### src/rtl/shm_pkg.sv
package shm_pkg;
   localparam int unsigned SHM_DEF_SEQ_W = 16;
   localparam int unsigned SHM_DEF_DIG_W = 16;

   typedef struct packed {
      logic rx;
      logic aligned;
      logic aligned_nxt;
      logic stale;
      logic in_seq;
      logic configured;
   } shm_status_t;
endpackage

### src/rtl/shm_event_latch.sv
module shm_event_latch (
   input  logic clk,
   input  logic rst_n,
   input  logic tick,
   input  logic ev,
   output logic flag_nxt,
   output logic flag
);
   logic pend_q;

   assign flag_nxt = pend_q | ev;

   always_ff @(posedge clk or negedge rst_n) begin
      if (!rst_n) begin
         pend_q <= 1'b0;
         flag   <= 1'b0;
      end else if (tick) begin
         flag   <= flag_nxt;
         pend_q <= 1'b0;
      end else if (ev) begin
         pend_q <= 1'b1;
      end
   end

   AST_FLAG_ONLY_AT_TICK: assert property (@(posedge clk) disable iff (!rst_n)
      !tick |=> $stable(flag));
   AST_EVENT_AT_TICK: assert property (@(posedge clk) disable iff (!rst_n)
      (tick && ev) |=> flag);
endmodule

### src/rtl/shm_age_timer.sv
module shm_age_timer #(
   parameter int unsigned AGE_W = 8
) (
   input  logic             clk,
   input  logic             rst_n,
   input  logic             tick,
   input  logic             msg,
   input  logic [AGE_W-1:0] max_delay,
   output logic             stale
);
   localparam logic [AGE_W-1:0] AGE_MAX = {AGE_W{1'b1}};

   logic [AGE_W-1:0] age_q;

   always_ff @(posedge clk or negedge rst_n) begin
      if (!rst_n)                       age_q <= '0;
      else if (msg)                     age_q <= '0;
      else if (tick && age_q != AGE_MAX) age_q <= age_q + 1'b1;
   end

   assign stale = age_q > max_delay;

   AST_FRESH_AFTER_MSG: assert property (@(posedge clk) disable iff (!rst_n)
      msg |=> !stale);
   AST_AGE_SATURATES: assert property (@(posedge clk) disable iff (!rst_n)
      (age_q == AGE_MAX && !msg) |=> age_q == AGE_MAX);
endmodule

### src/rtl/shm_seq_check.sv
module shm_seq_check #(
   parameter int unsigned SEQ_W = 16
) (
   input  logic             clk,
   input  logic             rst_n,
   input  logic             tick,
   input  logic             cfg_ok,
   input  logic             msg,
   input  logic [SEQ_W-1:0] seq,
   output logic             in_seq
);
   logic             have_prev_q;
   logic [SEQ_W-1:0] last_q;
   logic             pend_msg_q;
   logic             pend_ok_q;
   logic             match;

   assign match = !have_prev_q || (seq == last_q + 1'b1);

   always_ff @(posedge clk or negedge rst_n) begin
      if (!rst_n) begin
         have_prev_q <= 1'b0;
         last_q      <= '0;
      end else if (!cfg_ok) begin
         have_prev_q <= 1'b0;
      end else if (msg) begin
         have_prev_q <= 1'b1;
         last_q      <= seq;
      end
   end

   always_ff @(posedge clk or negedge rst_n) begin
      if (!rst_n) begin
         pend_msg_q <= 1'b0;
         pend_ok_q  <= 1'b1;
         in_seq     <= 1'b0;
      end else if (tick) begin
         if (pend_msg_q || msg) in_seq <= pend_ok_q & (!msg || match);
         pend_msg_q <= 1'b0;
         pend_ok_q  <= 1'b1;
      end else if (msg) begin
         pend_msg_q <= 1'b1;
         pend_ok_q  <= pend_ok_q & match;
      end
   end

   AST_SEQ_GAP: assert property (@(posedge clk) disable iff (!rst_n)
      (tick && msg && cfg_ok && have_prev_q && seq != last_q + 1'b1) |=> !in_seq);
   AST_SEQ_FIRST: assert property (@(posedge clk) disable iff (!rst_n)
      (tick && msg && !have_prev_q && !pend_msg_q) |=> in_seq);
endmodule

### src/rtl/shm_channel.sv
module shm_channel
   import shm_pkg::*;
#(
   parameter int unsigned SEQ_W        = SHM_DEF_SEQ_W,
   parameter int unsigned DIG_W        = SHM_DEF_DIG_W,
   parameter int unsigned AGE_W        = 8,
   parameter bit          HOLD_PAYLOAD = 1'b0
) (
   input  logic             clk,
   input  logic             rst_n,
   input  logic             tick,
   input  logic [AGE_W-1:0] max_delay,
   input  logic             cfg_ok,
   input  logic             msg,
   input  logic [SEQ_W-1:0] seq,
   input  logic             align,
   input  logic [DIG_W-1:0] dig_in,
   output shm_status_t      status,
   output logic [DIG_W-1:0] dig_out
);
   logic rx_nxt, al_nxt, rx_q, al_q, stale, in_seq, cfg_q;

   shm_event_latch u_rx (
      .clk(clk), .rst_n(rst_n), .tick(tick), .ev(msg),
      .flag_nxt(rx_nxt), .flag(rx_q));

   shm_event_latch u_align (
      .clk(clk), .rst_n(rst_n), .tick(tick), .ev(align),
      .flag_nxt(al_nxt), .flag(al_q));

   shm_age_timer #(.AGE_W(AGE_W)) u_age (
      .clk(clk), .rst_n(rst_n), .tick(tick), .msg(msg),
      .max_delay(max_delay), .stale(stale));

   shm_seq_check #(.SEQ_W(SEQ_W)) u_seq (
      .clk(clk), .rst_n(rst_n), .tick(tick), .cfg_ok(cfg_ok),
      .msg(msg), .seq(seq), .in_seq(in_seq));

   always_ff @(posedge clk or negedge rst_n) begin
      if (!rst_n) cfg_q <= 1'b0;
      else        cfg_q <= cfg_ok;
   end

   generate
      if (HOLD_PAYLOAD) begin : g_hold
         logic [DIG_W-1:0] cap_q;
         always_ff @(posedge clk or negedge rst_n) begin
            if (!rst_n)                cap_q <= '0;
            else if (tick)             cap_q <= al_nxt ? dig_in : '0;
         end
         assign dig_out = cap_q;
      end else begin : g_live
         assign dig_out = al_q ? dig_in : '0;
      end
   endgenerate

   assign status.rx          = rx_q;
   assign status.aligned     = al_q;
   assign status.aligned_nxt = al_nxt;
   assign status.stale       = stale;
   assign status.in_seq      = in_seq;
   assign status.configured  = cfg_q;

   AST_CFG_FOLLOWS: assert property (@(posedge clk) disable iff (!rst_n)
      cfg_ok |=> status.configured);
   AST_GATE_NEEDS_ALIGN: assert property (@(posedge clk) disable iff (!rst_n)
      (dig_out != '0) |-> (HOLD_PAYLOAD || al_q));
endmodule

### src/rtl/stream_health_monitor.sv
module stream_health_monitor
   import shm_pkg::*;
#(
   parameter int unsigned NUM_CH       = 2,
   parameter int unsigned SEQ_W        = SHM_DEF_SEQ_W,
   parameter int unsigned DIG_W        = SHM_DEF_DIG_W,
   parameter int unsigned AGE_W        = 8,
   parameter bit          HOLD_PAYLOAD = 1'b0
) (
   input  logic                    clk,
   input  logic                    rst_n,
   input  logic                    tick,
   input  logic [AGE_W-1:0]        max_delay,
   input  logic [NUM_CH-1:0]       cfg_ok,
   input  logic [NUM_CH-1:0]       ch_en,
   input  logic [NUM_CH-1:0]       msg_valid,
   input  logic [NUM_CH*SEQ_W-1:0] seq_num,
   input  logic [NUM_CH-1:0]       align_done,
   input  logic [NUM_CH*DIG_W-1:0] payload,
   output logic [NUM_CH-1:0]       rx_flag,
   output logic [NUM_CH-1:0]       aligned_flag,
   output logic                    all_aligned,
   output logic [NUM_CH-1:0]       stale_flag,
   output logic [NUM_CH-1:0]       in_seq_flag,
   output logic [NUM_CH-1:0]       configured_flag,
   output logic [NUM_CH*DIG_W-1:0] gated_payload
);
   initial begin
      assert (NUM_CH >= 1) else $error("NUM_CH must be at least 1");
      assert (SEQ_W >= 2)  else $error("SEQ_W must be at least 2");
      assert (DIG_W >= 1)  else $error("DIG_W must be at least 1");
      assert (AGE_W >= 1 && AGE_W <= 32) else $error("AGE_W out of range");
   end

   shm_status_t        st [NUM_CH];
   logic [NUM_CH-1:0]  al_nxt;
   logic               all_q;

   generate
      for (genvar c = 0; c < NUM_CH; c++) begin : g_ch
         shm_channel #(
            .SEQ_W(SEQ_W), .DIG_W(DIG_W), .AGE_W(AGE_W),
            .HOLD_PAYLOAD(HOLD_PAYLOAD)
         ) u_ch (
            .clk(clk), .rst_n(rst_n), .tick(tick), .max_delay(max_delay),
            .cfg_ok(cfg_ok[c]), .msg(msg_valid[c]),
            .seq(seq_num[c*SEQ_W +: SEQ_W]), .align(align_done[c]),
            .dig_in(payload[c*DIG_W +: DIG_W]),
            .status(st[c]), .dig_out(gated_payload[c*DIG_W +: DIG_W]));

         assign rx_flag[c]         = st[c].rx;
         assign aligned_flag[c]    = st[c].aligned;
         assign al_nxt[c]          = st[c].aligned_nxt;
         assign stale_flag[c]      = st[c].stale;
         assign in_seq_flag[c]     = st[c].in_seq;
         assign configured_flag[c] = st[c].configured;
      end
   endgenerate

   always_ff @(posedge clk or negedge rst_n) begin
      if (!rst_n)    all_q <= 1'b0;
      else if (tick) all_q <= (|ch_en) && (&(al_nxt | ~ch_en));
   end

   assign all_aligned = all_q;

   AST_ALL_NEEDS_ENABLED: assert property (@(posedge clk) disable iff (!rst_n)
      (tick && ch_en == '0) |=> !all_aligned);
   AST_ALL_IMPLIES_EACH: assert property (@(posedge clk) disable iff (!rst_n)
      tick |=> (!all_aligned || ((aligned_flag & $past(ch_en)) == $past(ch_en))));
endmodule

### config.mk
export PLATFORM = sky130hd
export DESIGN_NAME = stream_health_monitor
export DESIGN_NICKNAME = d
export VERILOG_FILES = /design/src/rtl/shm_pkg.sv /design/src/rtl/shm_event_latch.sv /design/src/rtl/shm_age_timer.sv /design/src/rtl/shm_seq_check.sv /design/src/rtl/shm_channel.sv /design/src/rtl/stream_health_monitor.sv
export SDC_FILE = /design/constraint.sdc
export NUM_CORES = 1
export LEC_CHECK = 0
export BUFFER_PORTS_ARGS = -buffer_cell sky130_fd_sc_hd__buf_2
export CAP_MARGIN = 25
export CORE_MARGIN = 3
export CORE_UTILIZATION = 56
export DETAILED_ROUTE_END_ITERATION = 10
export GPL_TIMING_DRIVEN = 0
export MAX_ROUTING_LAYER = met4
export PLACE_DENSITY = 0.86
export REMOVE_ABC_BUFFERS = 1
export SYNTH_ARGS = -nofsm -noshare
export SYNTH_HDL_FRONTEND = slang
export SYNTH_SLANG_ARGS = --single-unit
### constraint.sdc
create_clock -name clk -period 6.7 [get_ports clk]
set_input_delay 1.005 -clock clk [delete_from_list [all_inputs] [get_ports clk]]
set_output_delay 1.005 -clock clk [all_outputs]
set_load 0.01 [all_outputs]
# After elaboration in Yosys (flattened, before gate mapping)

Index checks and enable logic that the tools add are counted.
W data, S select, Z words.

Flip-flop bits (word level): 65
Input port bits: 83
Output and inout bits: 43

Add/sub/neg operators: 4
$lt $le $gt $ge: 2
Eq/ne operators: 6
Muxes and demuxes: 20
Bitwise logic cells: 10
Reductions and logical operators: 25

Operator list:

| operator                | count |
|---|---|
| $add A16 B1 Y16 const B | 2 |
| $eq A16 B16 Y1          | 2 |
| $mux W16                | 2 |
| $mux W8                 | 4 |
| $add A8 B1 Y8 const B   | 2 |
| $gt A8 B8 Y1            | 2 |
| $ne A8 B8 Y1 const B    | 2 |
| $mux W1                 | 14 |
| $reduce_bool A2 Y1      | 6 |
| $reduce_and A2 Y1       | 5 |
| $logic_or A1 B1 Y1      | 6 |
| $and A1 B1 Y1           | 4 |
| $logic_not A1 Y1        | 4 |
| $ne A2 B1 Y1 const B    | 2 |
| $or A1 B1 Y1            | 4 |
| $logic_and A1 B1 Y1     | 3 |
| $not A2 Y2              | 1 |
| $or A2 B2 Y2            | 1 |
| $reduce_or A2 Y1        | 1 |

# Longest topological paths before layout

Gate-level depths: netlist (run 1).

Depth in word-level cells: 6
Mapped depth: 10
Mapped depth without buffers: 9

# Hierarchy

A second synthesis (run 1) with hierarchy kept.

Cell total of the unflattened synthesis: 475
Area, all modules: 4694.5 sq um

By module, submodules not included:

| module                | times used | cells each | area an instance (sq um) | sequential area each (sq um) |
|---|---|---|---|---|
| shm_seq_check         | 2          | 126        | 1345.0                   | 501.7 |
| shm_age_timer         | 2          | 71         | 631.9                    | 200.2 |
| shm_channel           | 2          | 24         | 196.4                    | 25.0 |
| shm_event_latch       | 4          | 7          | 72.6                     | 50.0 |
| stream_health_monitor | 1          | 5          | 57.6                     | 25.0 |

# Worst setup path before layout (run 1)

OpenSTA, ideal clock, no wires.

Path type: input to output
Start point: input port max_delay[1]
End point: output port stale_flag[1]
Arrival time: 2.219 ns
Required time: 5.695 ns
Setup slack: 3.476 ns
Cell stages on the path: 10
Cells stage by stage: inv_1 -> ha_1 -> nor2b_1 -> o21a_1 -> o21ai_0 -> nand2b_1 -> a21oi_1 -> o21ai_0 -> o31a_1 -> buf_4

Cells in the longest elaborated chain, start to end: 1

RTL lines:

| what         | RTL line                    | RTL |
|---|---|---|
| from (decl)  | stream_health_monitor.sv:13 | `input logic [AGE_W-1:0] max_delay,` |
| $gt A8 B8 Y1 | shm_age_timer.sv:21         | `assign stale = age_q > max_delay;` |
| to (decl)    | stream_health_monitor.sv:23 | `output logic [NUM_CH-1:0] stale_flag,` |

Every way passes these cells.

# Final worst setup path (run 1)

Ends and elaborated chain as after synthesis.

==> results of run 1 <==
[per-stage QoR]
stage               utilization (%)  hold WS, ns  total power, mW
floorplan                         -        0.451            0.647
global placement               68.5        0.460            0.730
detailed placement             68.5        0.473            0.744
CTS                            71.3        0.484             1.08
global route                   71.3        0.512             1.13
finish                         71.3        0.482             1.07
[report_power, final]
| group | internal [mW] | leakage (nW) | switching, mW | total (mW) |
|---|---|---|---|---|
| combinational | 0.130 | 1.48 | 0.122 | 0.253 |
| clock | 0.171 | 0.0912 | 0.158 | 0.329 |
| sequential | 0.433 | 0.794 | 0.0515 | 0.484 |
| total | 0.734 | 2.37 | 0.332 | 1.07 |
[path summary, 6_finish.rpt]
check                                                          from                                        end  slack [ns]
max                                                    max_delay[1]                              stale_flag[1]        3.22
min                        g_ch[1].u_ch.u_seq.pend_ok_q$_DFFE_PN1P_   g_ch[1].u_ch.u_seq.pend_ok_q$_DFFE_PN1P_        0.48
max reg2reg                g_ch[1].u_ch.u_seq.last_q[2]$_DFFE_PN0P_      g_ch[1].u_ch.u_seq.in_seq$_DFFE_PN0P_        4.08
min reg2reg                g_ch[1].u_ch.u_seq.pend_ok_q$_DFFE_PN1P_   g_ch[1].u_ch.u_seq.pend_ok_q$_DFFE_PN1P_        0.48
max in group asynchronous                                     rst_n  g_ch[1].u_ch.u_seq.last_q[12]$_DFFE_PN0P_        5.40
min in group asynchronous                                     rst_n    g_ch[0].u_ch.u_age.age_q[6]$_DFFE_PN0P_        0.75
[logic make-up (layout without fill, tap and decap cells)]
kind of cell / Yosys count / in the layout / synth area share, %
AO/OA/AOI/OAI: 68 / 68 / 10.3
XOR/XNOR: 49 / 49 / 10.2
adder cells (fa/ha/maj): 20 / 20 / 5.94
buffers and inverters: 42 / 162 / 4.84
flip-flops: 65 / 65 / 38.7
multiplexers: 40 / 40 / 10.4
AND/OR/NAND/NOR: 152 / 152 / 19.6
[routing by layer]
layer | up-vias | routed length [um] | global-route usage (%) | part of all wire (%)
met5 | - | 0 | - | 0
met4 | 0 | 77 | 8.06 | 0.87
met3 | 6 | 436 | 4.31 | 4.9
met2 | 82 | 4460 | 35.5 | 50
met1 | 1653 | 3900 | 26.5 | 44
li1 | 1762 | - | - | -
[synth_stat cells (11+ instances only)]
cell type	instances	area share [%]
dfrtp_1	63	37
nor3_1	11	1.3
nand2_1	21	1.9
xor2_1	24	5.0
xnor2_1	25	5.2
ha_1	20	5.9
a21oi_1	16	1.9
mux2_2	31	8.3
o21ai_0	18	2.1
nand3_1	14	1.7
and2_1	32	4.8
inv_1	21	1.9
nor2_1	33	2.9
[cell type report]
type                            count  area, sq um
Sequential cell                    65         1630
Clock inverter                      7         71.3
Tap cell                           96          120
Clock buffer                        9          124
Multi-Input combinational cell    329         2380
Timing Repair Buffer              125          628
Fill cell                         559         2030
Inverter                           21         78.8
[registers in the layout, summed over array words and instances (netlist names), 2 cells and up]
register and cells:
g_ch.u_ch.u_seq.last_q 32, g_ch.u_ch.u_age.age_q 16, g_ch.u_ch.cfg_q 2, g_ch.u_ch.u_align.flag 2
g_ch.u_ch.u_align.pend_q 2, g_ch.u_ch.u_rx.flag 2, g_ch.u_ch.u_seq.have_prev_q 2, g_ch.u_ch.u_seq.in_seq 2
g_ch.u_ch.u_seq.pend_ok_q 2
[critical path: stages]
cell and delay [ns]:
buf_2 0.08, inv_1 0.06, ha_1 0.30, nor2b_1 0.14
o21a_1 0.16, o21ai_0 0.19, nand2b_1 0.08, a21oi_1 0.13
o21ai_0 0.08, o31a_1 0.11, buf_2 0.14
==> metrics.yaml, run 1 <==
antenna_found_initial: 0
path_clk_slew_ns: 0.07
numCtsBuffers: 9
grt_overflow: 0
hpwl_mm: 6.69
clock_path_buffers: 2
layout_setup_ws_ns: 3.22
finClkSkew_ns: 0.00560
grt_usage_pct: 21.6
cts_hold_buf: 0
worst_pin_slew_ns: 0.824
drc: 0
core_area_sq_um: 7060
dp_slack_ns: 3.23
worst-r2r-cell-count: 7
drv_cap: 0
fin_area_sq_um: 5030
fmax_mhz: 287
cts_resized: 0
min_period_over_period_pct: 51.9
dr_total_vias: 3503
peakVddDrop_mv: 0.166
io_pins: 126
layout_commonest_cell: "buf_2"
root_buffer: "clkbuf_8"
netlist_area_sq_um: 4210
seq_area_frac_synth_pct: 38.7
setup_viol: 0
cts_tree: "done"
hold_violations: 0
holdPathStages: 2
async_flop_share_pct: 100
tns_ns: 0
die_y_um: 92.7
cts_setup_buffers: 0
routed_wl_mm: 8.88
rows: 30
dpl.cell_count: 636
cp-start-kind: "input port"
ys_ff_latch: 65
ant_nets: 0
synth_edf_count: 0
stdcell_count: 652
initial_core_util_pct: 59.7
p_per_area_nw_per_um2: 212
cp_max_fo: 2
arrival_ns: 2.47
rsz0062_at_grt: "false"
max-slew-margin-rel_pct: 45.1
min_path_type: "register to register"
final_max_slew_viol_count: 0
status: "finished clean"
clk_latency_ns: 0.33
drive_above_1_share_pct: 32.7
cts.sinks: 65
via_per_inst: 5.37
cp.required_ns: 5.69
fin_nets: 654
io_buffers: 125
n_antenna_cell: 0
crit_path_end_kind: "primary output"
worstSetupPathType: "input port to primary output"
gp_congestion: 0.830
syn_to_final_growth_pct: 19.4
design.die.area_sq_um: 8600
drt-initial-drc-count: 103
ys_warn_count: 0
synth_cells: 436
grt_max_degree: 66
grt_pass1_wl_mm: 14.9
dpl_cell_area_sq_um: 4830
final_cell_mix: "buf_2, dfrtp_1, nor2_1"
syn_area_per_cell_sq_um: 9.66
cts_max_level: 3
wl_per_cell_um: 13.6
fp.dieW_um: 92.7
synth-main-ff-cell: "dfrtp_1"
layout_min_cycle_time_ns: 3.48
grt_pass1_vias: 3432
p_leak_nw: 2.37
synth.distinct_cells: 51
drtPass1Iterations: 4
No activity file was read; power rests on OpenSTA's default activity.
==> run 2: changes to the inputs <==
- CORE_UTILIZATION: 56 -> 52
- PLACE_DENSITY: 0.86 -> 0.8
- clock period: 6.7 -> 3.55 ns (I/O delays scaled with it)
==> metrics.yaml, run 2 (synthesis results as in run 1) <==
status: "finished clean"
dr_total_vias: 3482  # -0.60%
routed_wl_mm: 8.74  # -1.6%
io_buffers: 125  # unchanged
io_pins: 126  # unchanged
hold_violations: 0  # unchanged
p_per_area_nw_per_um2: 403  # +90%
antenna_found_initial: 0  # unchanged
critPathTopFamily: "simple AND/OR/NAND/NOR gates"
r2r-start: "g_ch[1].u_ch.u_seq.last_q[2]$_DFFE_PN0P_"
design.die.area_sq_um: 9210  # +7.2%
root_buffer: "clkbuf_8"
rsz0062_at_grt: "false"
grt_pass1_wl_mm: 14.3  # -3.8%
clock_path_buffers: 2  # unchanged
drc: 0  # unchanged
min_path_type: "input port to async pin"
cp.required_ns: 3.81  # -1.88 ns
p_leak_nw: 2.38  # +0.75%
cts_tree: "done"
multi_input_comb_area_sq_um: 2380  # unchanged
met1_length_mm: 3.95  # +1.1%
cp-start-kind: "register"
fp.dieW_um: 96.0  # +3.5%
startpoint: "g_ch[1].u_ch.u_seq.last_q[2]$_DFFE_PN0P_"
via_per_inst: 5.29  # -1.5%
crit_path_end_kind: "register"
r2r_slack_ns: 0.92  # -3.16 ns
cp_max_fo: 10  # +8
fmax_mhz: 380
finClkSkew_ns: 0.0127  # +0.00707 ns
setup_viol: 0  # unchanged
syn_to_final_growth_pct: 19.9
grt_usage_pct: 19.9  # -1.7 points
drtPass1Iterations: 4  # unchanged
cts_resized: 0  # unchanged
fin_nets: 654  # unchanged
cts_hold_buf: 0  # unchanged
hpwl_mm: 6.65  # -0.65%
numCtsBuffers: 9  # unchanged
gp_congestion: 0.827  # -0.41%
clk_latency_ns: 0.34  # about the same
path_cells: "nand3_4 -> or3_1 -> a222oi_1 -> o2111ai_1 -> or4_1 -> o311a_1 -> a21oi_1"
nFillCells: 658  # +18%
top_layer: "met4"
cts.sinks: 65  # unchanged
layout_commonest_cell: "buf_2"
wl_met3_um: 455  # +4.4%
final_cell_mix: "buf_2, dfrtp_1, nor2_1"
max-slew-margin-rel_pct: 45.3  # +0.26 points
reg_top3: "g_ch.u_ch.u_seq.last_q: 32 flops, g_ch.u_ch.u_age.age_q: 16 flops"
fin_area_sq_um: 5050  # +0.35%
grt_pass1_vias: 3339  # -2.7%
hold_ws_ns: 0.266  # -0.216 ns
largest_reg_flops: 32  # unchanged
worst_pin_slew_ns: 0.820  # -0.00386 ns
slowest_stage: "or4_1"
ant_nets: 0  # unchanged
core_area_sq_um: 7810  # +11%
drive_above_1_share_pct: 32.7  # unchanged
layout_min_cycle_time_ns: 2.63
largest_register: "g_ch.u_ch.u_seq.last_q"
grt_overflow: 0  # unchanged
dpl_cell_area_sq_um: 4840  # +0.16%
worstSetupPathType: "register to register"
path_clk_slew_ns: 0.08  # about the same
drv_cap: 0  # unchanged
rows: 32  # +6.7%
min_period_over_period_pct: 74.1
final_max_slew_viol_count: 0  # unchanged
dr_wl_met2_mm: 4.24  # -4.9%
cp.buffers_inverters: 0  # -3
cts_setup_buffers: 0  # unchanged
grt_max_degree: 66  # unchanged
drt-initial-drc-count: 99  # -3.9%
cts_max_level: 3  # unchanged
area.sequential_sq_um: 1630  # unchanged
wl_per_cell_um: 13.3  # -2.5%
n_antenna_cell: 0  # unchanged
arrival_ns: 2.89  # +0.42 ns
critPathMaxStageDelay_ns: 0.56  # +0.26 ns
tns_ns: 0  # unchanged
final_core_util_pct: 64.6  # -6.6 points
peakVddDrop_mv: 0.260  # +57%
initial_core_util_pct: 53.9  # -5.7 points
die_y_um: 96.0  # +3.5%
[run 2: changes by cell type in the layout (fill, tap and decap cells not counted)]
cell and delta:
clkinv_2 +1, clkinvlp_4 -3, clkbuf_8 +2
[run 2: through the flow]
stage	power, mW	std cells	worst slack, ns
after floorplan	1.22	415	1.13
after global placement	1.38	642	0.889
after detailed placement	1.41	642	0.856
after CTS	2.06	658	0.923
after global routing	2.17	658	0.726
final	2.04	658	0.919
[run 2: where the power goes]
| group | total (mW) | leakage (nW) | switching, mW | internal (mW) |
|---|---|---|---|---|
| sequential | 0.914 | 0.794 | 0.0974 | 0.817 |
| combinational | 0.476 | 1.48 | 0.230 | 0.246 |
| clock | 0.645 | 0.109 | 0.285 | 0.360 |
[run 2: area by class of cell]
class                      count  share of cell area [%]
clock buffer                  11                    3.00
clock inverter                 5                    1.07
inverter                      21                    1.56
multi-input combinational    329                    47.1
sequential                    65                    32.3
tap                          102                    2.53
timing repair buffer         125                    12.4
[run 2: final timing paths]
kind,endpoint,depth (start not counted)
min,g_ch[0].u_ch.u_age.age_q[6]$_DFFE_PN0P_,1
min in group clk,g_ch[0].u_ch.cfg_q$_DFF_PN0_,1
max reg2reg,g_ch[1].u_ch.u_seq.in_seq$_DFFE_PN0P_,7
max,g_ch[1].u_ch.u_seq.in_seq$_DFFE_PN0P_,7
min reg2reg,g_ch[1].u_ch.u_seq.pend_ok_q$_DFFE_PN1P_,2
max in group asynchronous,g_ch[0].u_ch.u_seq.last_q[15]$_DFFE_PN0P_,1
[run 2: layer usage]
| layer | vias to the layer above | global-route usage, % |
|---|---|---|
| li1 | 1759 | - |
| met1 | 1620 | 24.9 |
| met2 | 91 | 32.3 |
| met3 | 12 | 3.44 |
| met4 | 0 | 7.35 |
| met5 | - | - |
[run 2: worst reg2reg max path, delay by kind of cell, from the launching register on]
| family | cells | cell delay, ns |
|---|---|---|
| AOI/OAI and AO/OA | 4 | 0.98 |
| DFF | 1 | 0.48 |
| and+or+nand+nor | 3 | 1.10 |
==> run 3: changes to the inputs <==
- clock period: 3.55 -> 2.46 ns (I/O delays scaled with it)
==> metrics.yaml, run 3 (synthesis results as in run 1) <==
status: "finished, violations left"
violations: "setup timing"
rows: 32  # unchanged
drive_above_1_share_pct: 38.7  # +5.9 points
layout_setup_ws_ns: -0.0711  # -0.991 ns
fin_area_sq_um: 5320  # +5.4%
p_int_mw: 2.12  # +49%
use_met1_pct: 24.8  # -0.087 points
cts.sinks: 65  # unchanged
rsz0062_at_grt: "true"
drc: 0  # unchanged
n_antenna_cell: 0  # unchanged
slowest_stage: "or4_4"
grt_pass1_wl_mm: 14.5  # +1.3%
grt_max_degree: 66  # unchanged
cts_hold_buf: 0  # unchanged
setup_viol: 2  # +2
cp.required_ns: 2.72  # -1.09 ns
fp.dieW_um: 96.0  # unchanged
worst_pin_slew_ns: 0.827  # +0.00739 ns
cp-start-kind: "register"
cp_max_fo: 5  # -5
largest_register: "g_ch.u_ch.u_seq.last_q"
io_buffers: 125  # unchanged
path_clk_slew_ns: 0.08  # about the same
p_seq_share_pct: 43.1  # -1.8 points
grtUsageMet2_pct: 33.2  # +0.92 points
clk_latency_ns: 0.34  # about the same
final_max_slew_viol_count: 0  # unchanged
design.die.area_sq_um: 9210  # unchanged
hold_ws_ns: 0.112  # -0.155 ns
arrival_ns: 2.79  # -0.10 ns
largest_reg_flops: 32  # unchanged
critPathMaxStageDelay_ns: 0.53  # -0.03 ns
initial_core_util_pct: 53.9  # unchanged
final_cell_mix: "buf_2, dfrtp_1, nor2_1"
combinationalPowerShare_pct: 26.4  # +3.0 points
path_cells: "nand4_4 -> buf_12 -> nor4_4 -> nor2_1 -> a211o_2 -> or4_4 -> o311a_1 -> a21oi_1"
endpoint: "g_ch[1].u_ch.u_seq.in_seq$_DFFE_PN0P_"
startpoint: "g_ch[1].u_ch.u_seq.last_q[4]$_DFFE_PN0P_"
wl_per_cell_um: 14.1  # +6.2%
drtPass1Iterations: 4  # unchanged
stdcell_count: 676  # +2.7%
worst-r2r-cell-count: 8  # +1
drv_cap: 0  # unchanged
gp_congestion: 0.827  # unchanged
peakVddDrop_mv: 0.407  # +56%
r2r-start: "g_ch[1].u_ch.u_seq.last_q[4]$_DFFE_PN0P_"
io_pins: 126  # unchanged
hpwl_mm: 6.65  # unchanged
routed_wl_mm: 9.53  # +9.1%
max-slew-margin-rel_pct: 44.8  # -0.49 points
dr_total_vias: 3617  # +3.9%
grt_usage_pct: 20.2  # +0.31 points
worstSetupPathType: "register to register"
root_buffer: "clkbuf_8"
antenna_found_initial: 0  # unchanged
p_per_area_nw_per_um2: 574  # +42%
nFillCells: 607  # -7.8%
cts_tree: "done"
ant_nets: 0  # unchanged
min_period_over_period_pct: 103  # +29 points
clkPwrFrac_pct: 30.6  # -1.1 points
fin_nets: 672  # +2.8%
die_y_um: 96.0  # unchanged
clock_path_buffers: 2  # unchanged
via_per_inst: 5.35  # +1.1%
busiest_layer: "met2"
p_leak_nw: 2.50  # +4.8%
min_path_type: "input port to async pin"
switching_share_pct: 30.6  # +0.47 points
fmax_mhz: 395  # +3.9%
drt-initial-drc-count: 111  # +12%
cts_max_level: 3  # unchanged
reg_top3: "g_ch.u_ch.u_seq.last_q: 32 flops, g_ch.u_ch.u_age.age_q: 16 flops"
finClkSkew_ns: 0.0122  # -0.000480 ns
syn_to_final_growth_pct: 26.3
numCtsBuffers: 9  # unchanged
hold_violations: 0  # unchanged
core_area_sq_um: 7810  # unchanged
timing.rr.end: "g_ch[1].u_ch.u_seq.in_seq$_DFFE_PN0P_"
grt_pass1_vias: 3393  # +1.6%
r2r_slack_ns: -0.07  # -0.99 ns
layout_commonest_cell: "buf_2"
layout_min_cycle_time_ns: 2.53  # -0.0995 ns
dpl.cell_count: 642  # unchanged
dpl_cell_area_sq_um: 4840  # unchanged
switching_power_mw: 0.933  # +52%
crit_path_end_kind: "register"
tns_ns: -0.119  # -0.119 ns
grt_overflow: 0  # unchanged
met3_usage_pct: 3.60  # +0.16 points
dp_slack_ns: -0.150  # -1.01 ns
-- run 3: changes by cell type in the layout (fill, tap and decap cells not counted), sizes merged --
| cell | previous run | this run |
|---|---|---|
| buf | 125 | 143 |
-- run 3: area by class of cell --
type | count | area (sq um) | area share (%)
Multi-Input combinational cell | 329 | 2480 | 46.7
Sequential cell | 65 | 1640 | 30.9
Timing Repair Buffer | 143 | 779 | 14.7
Clock buffer | 11 | 151 | 2.85
Tap cell | 102 | 128 | 2.40
Inverter | 21 | 78.8 | 1.48
Clock inverter | 5 | 53.8 | 1.01
-- run 3: power by group through the flow --
stage | Combinational, mW | Clock [mW] | Sequential, mW
2_1_floorplan | 0.448 | 0 | 1.32
3_3_place_gp | 0.664 | 0 | 1.33
3_5_place_dp | 0.693 | 0 | 1.34
4_1_cts | 0.713 | 0.959 | 1.32
5_1_grt | 0.894 | 1.01 | 1.33
6_report | 0.805 | 0.932 | 1.31
-- run 3: worst min path at each step --
| stage | slack (ns) | end | startpoint |
|---|---|---|---|
| 6_report | 0.11 | g_ch[0].u_ch.u_age.age_q[5]$_DFFE_PN0P_ | rst_n |
| 5_1_grt | 0.16 | g_ch[0].u_ch.cfg_q$_DFF_PN0_ | cfg_ok[0] |
| 4_1_cts | 0.15 | g_ch[0].u_ch.u_age.age_q[6]$_DFFE_PN0P_ | rst_n |
| 3_5_place_dp | 0.47 | g_ch[1].u_ch.u_seq.pend_ok_q$_DFFE_PN1P_ | g_ch[1].u_ch.u_seq.pend_ok_q$_DFFE_PN1P_ |
| 3_3_place_gp | 0.46 | g_ch[1].u_ch.u_seq.pend_ok_q$_DFFE_PN1P_ | g_ch[1].u_ch.u_seq.pend_ok_q$_DFFE_PN1P_ |
| 2_1_floorplan | 0.07 | all_aligned$_DFFE_PN0P_ | rst_n |
-- run 3: critical path: cells and delay by family, from the launching register on --
kind | cells | cell delay (ns)
simple gates | 4 | 1.05
flops | 1 | 0.42
buf+inv | 1 | 0.17
compound gates | 3 | 0.82
-- run 3: repair_timing --
action	CTS	global route
gates resized for setup	5	25
pin swaps	1	8
buffers inserted	3	15
endpoints found under the setup margin	2	6
-- run 3: stage by stage --
stage / util [%] / power (mW)
2_1_floorplan: - / 1.76
3_3_place_gp: 62.0 / 1.99
3_5_place_dp: 62.0 / 2.03
4_1_cts: 65.1 / 2.99
5_1_grt: 68.1 / 3.24
6_report: 68.1 / 3.05
-- run 3: per-layer routing --
layer  part of all wire [%]  vias up
met5                      0        -
met4                    1.3        0
met3                    5.7       18
met2                     49      123
met1                     44     1678
li1                       -     1798
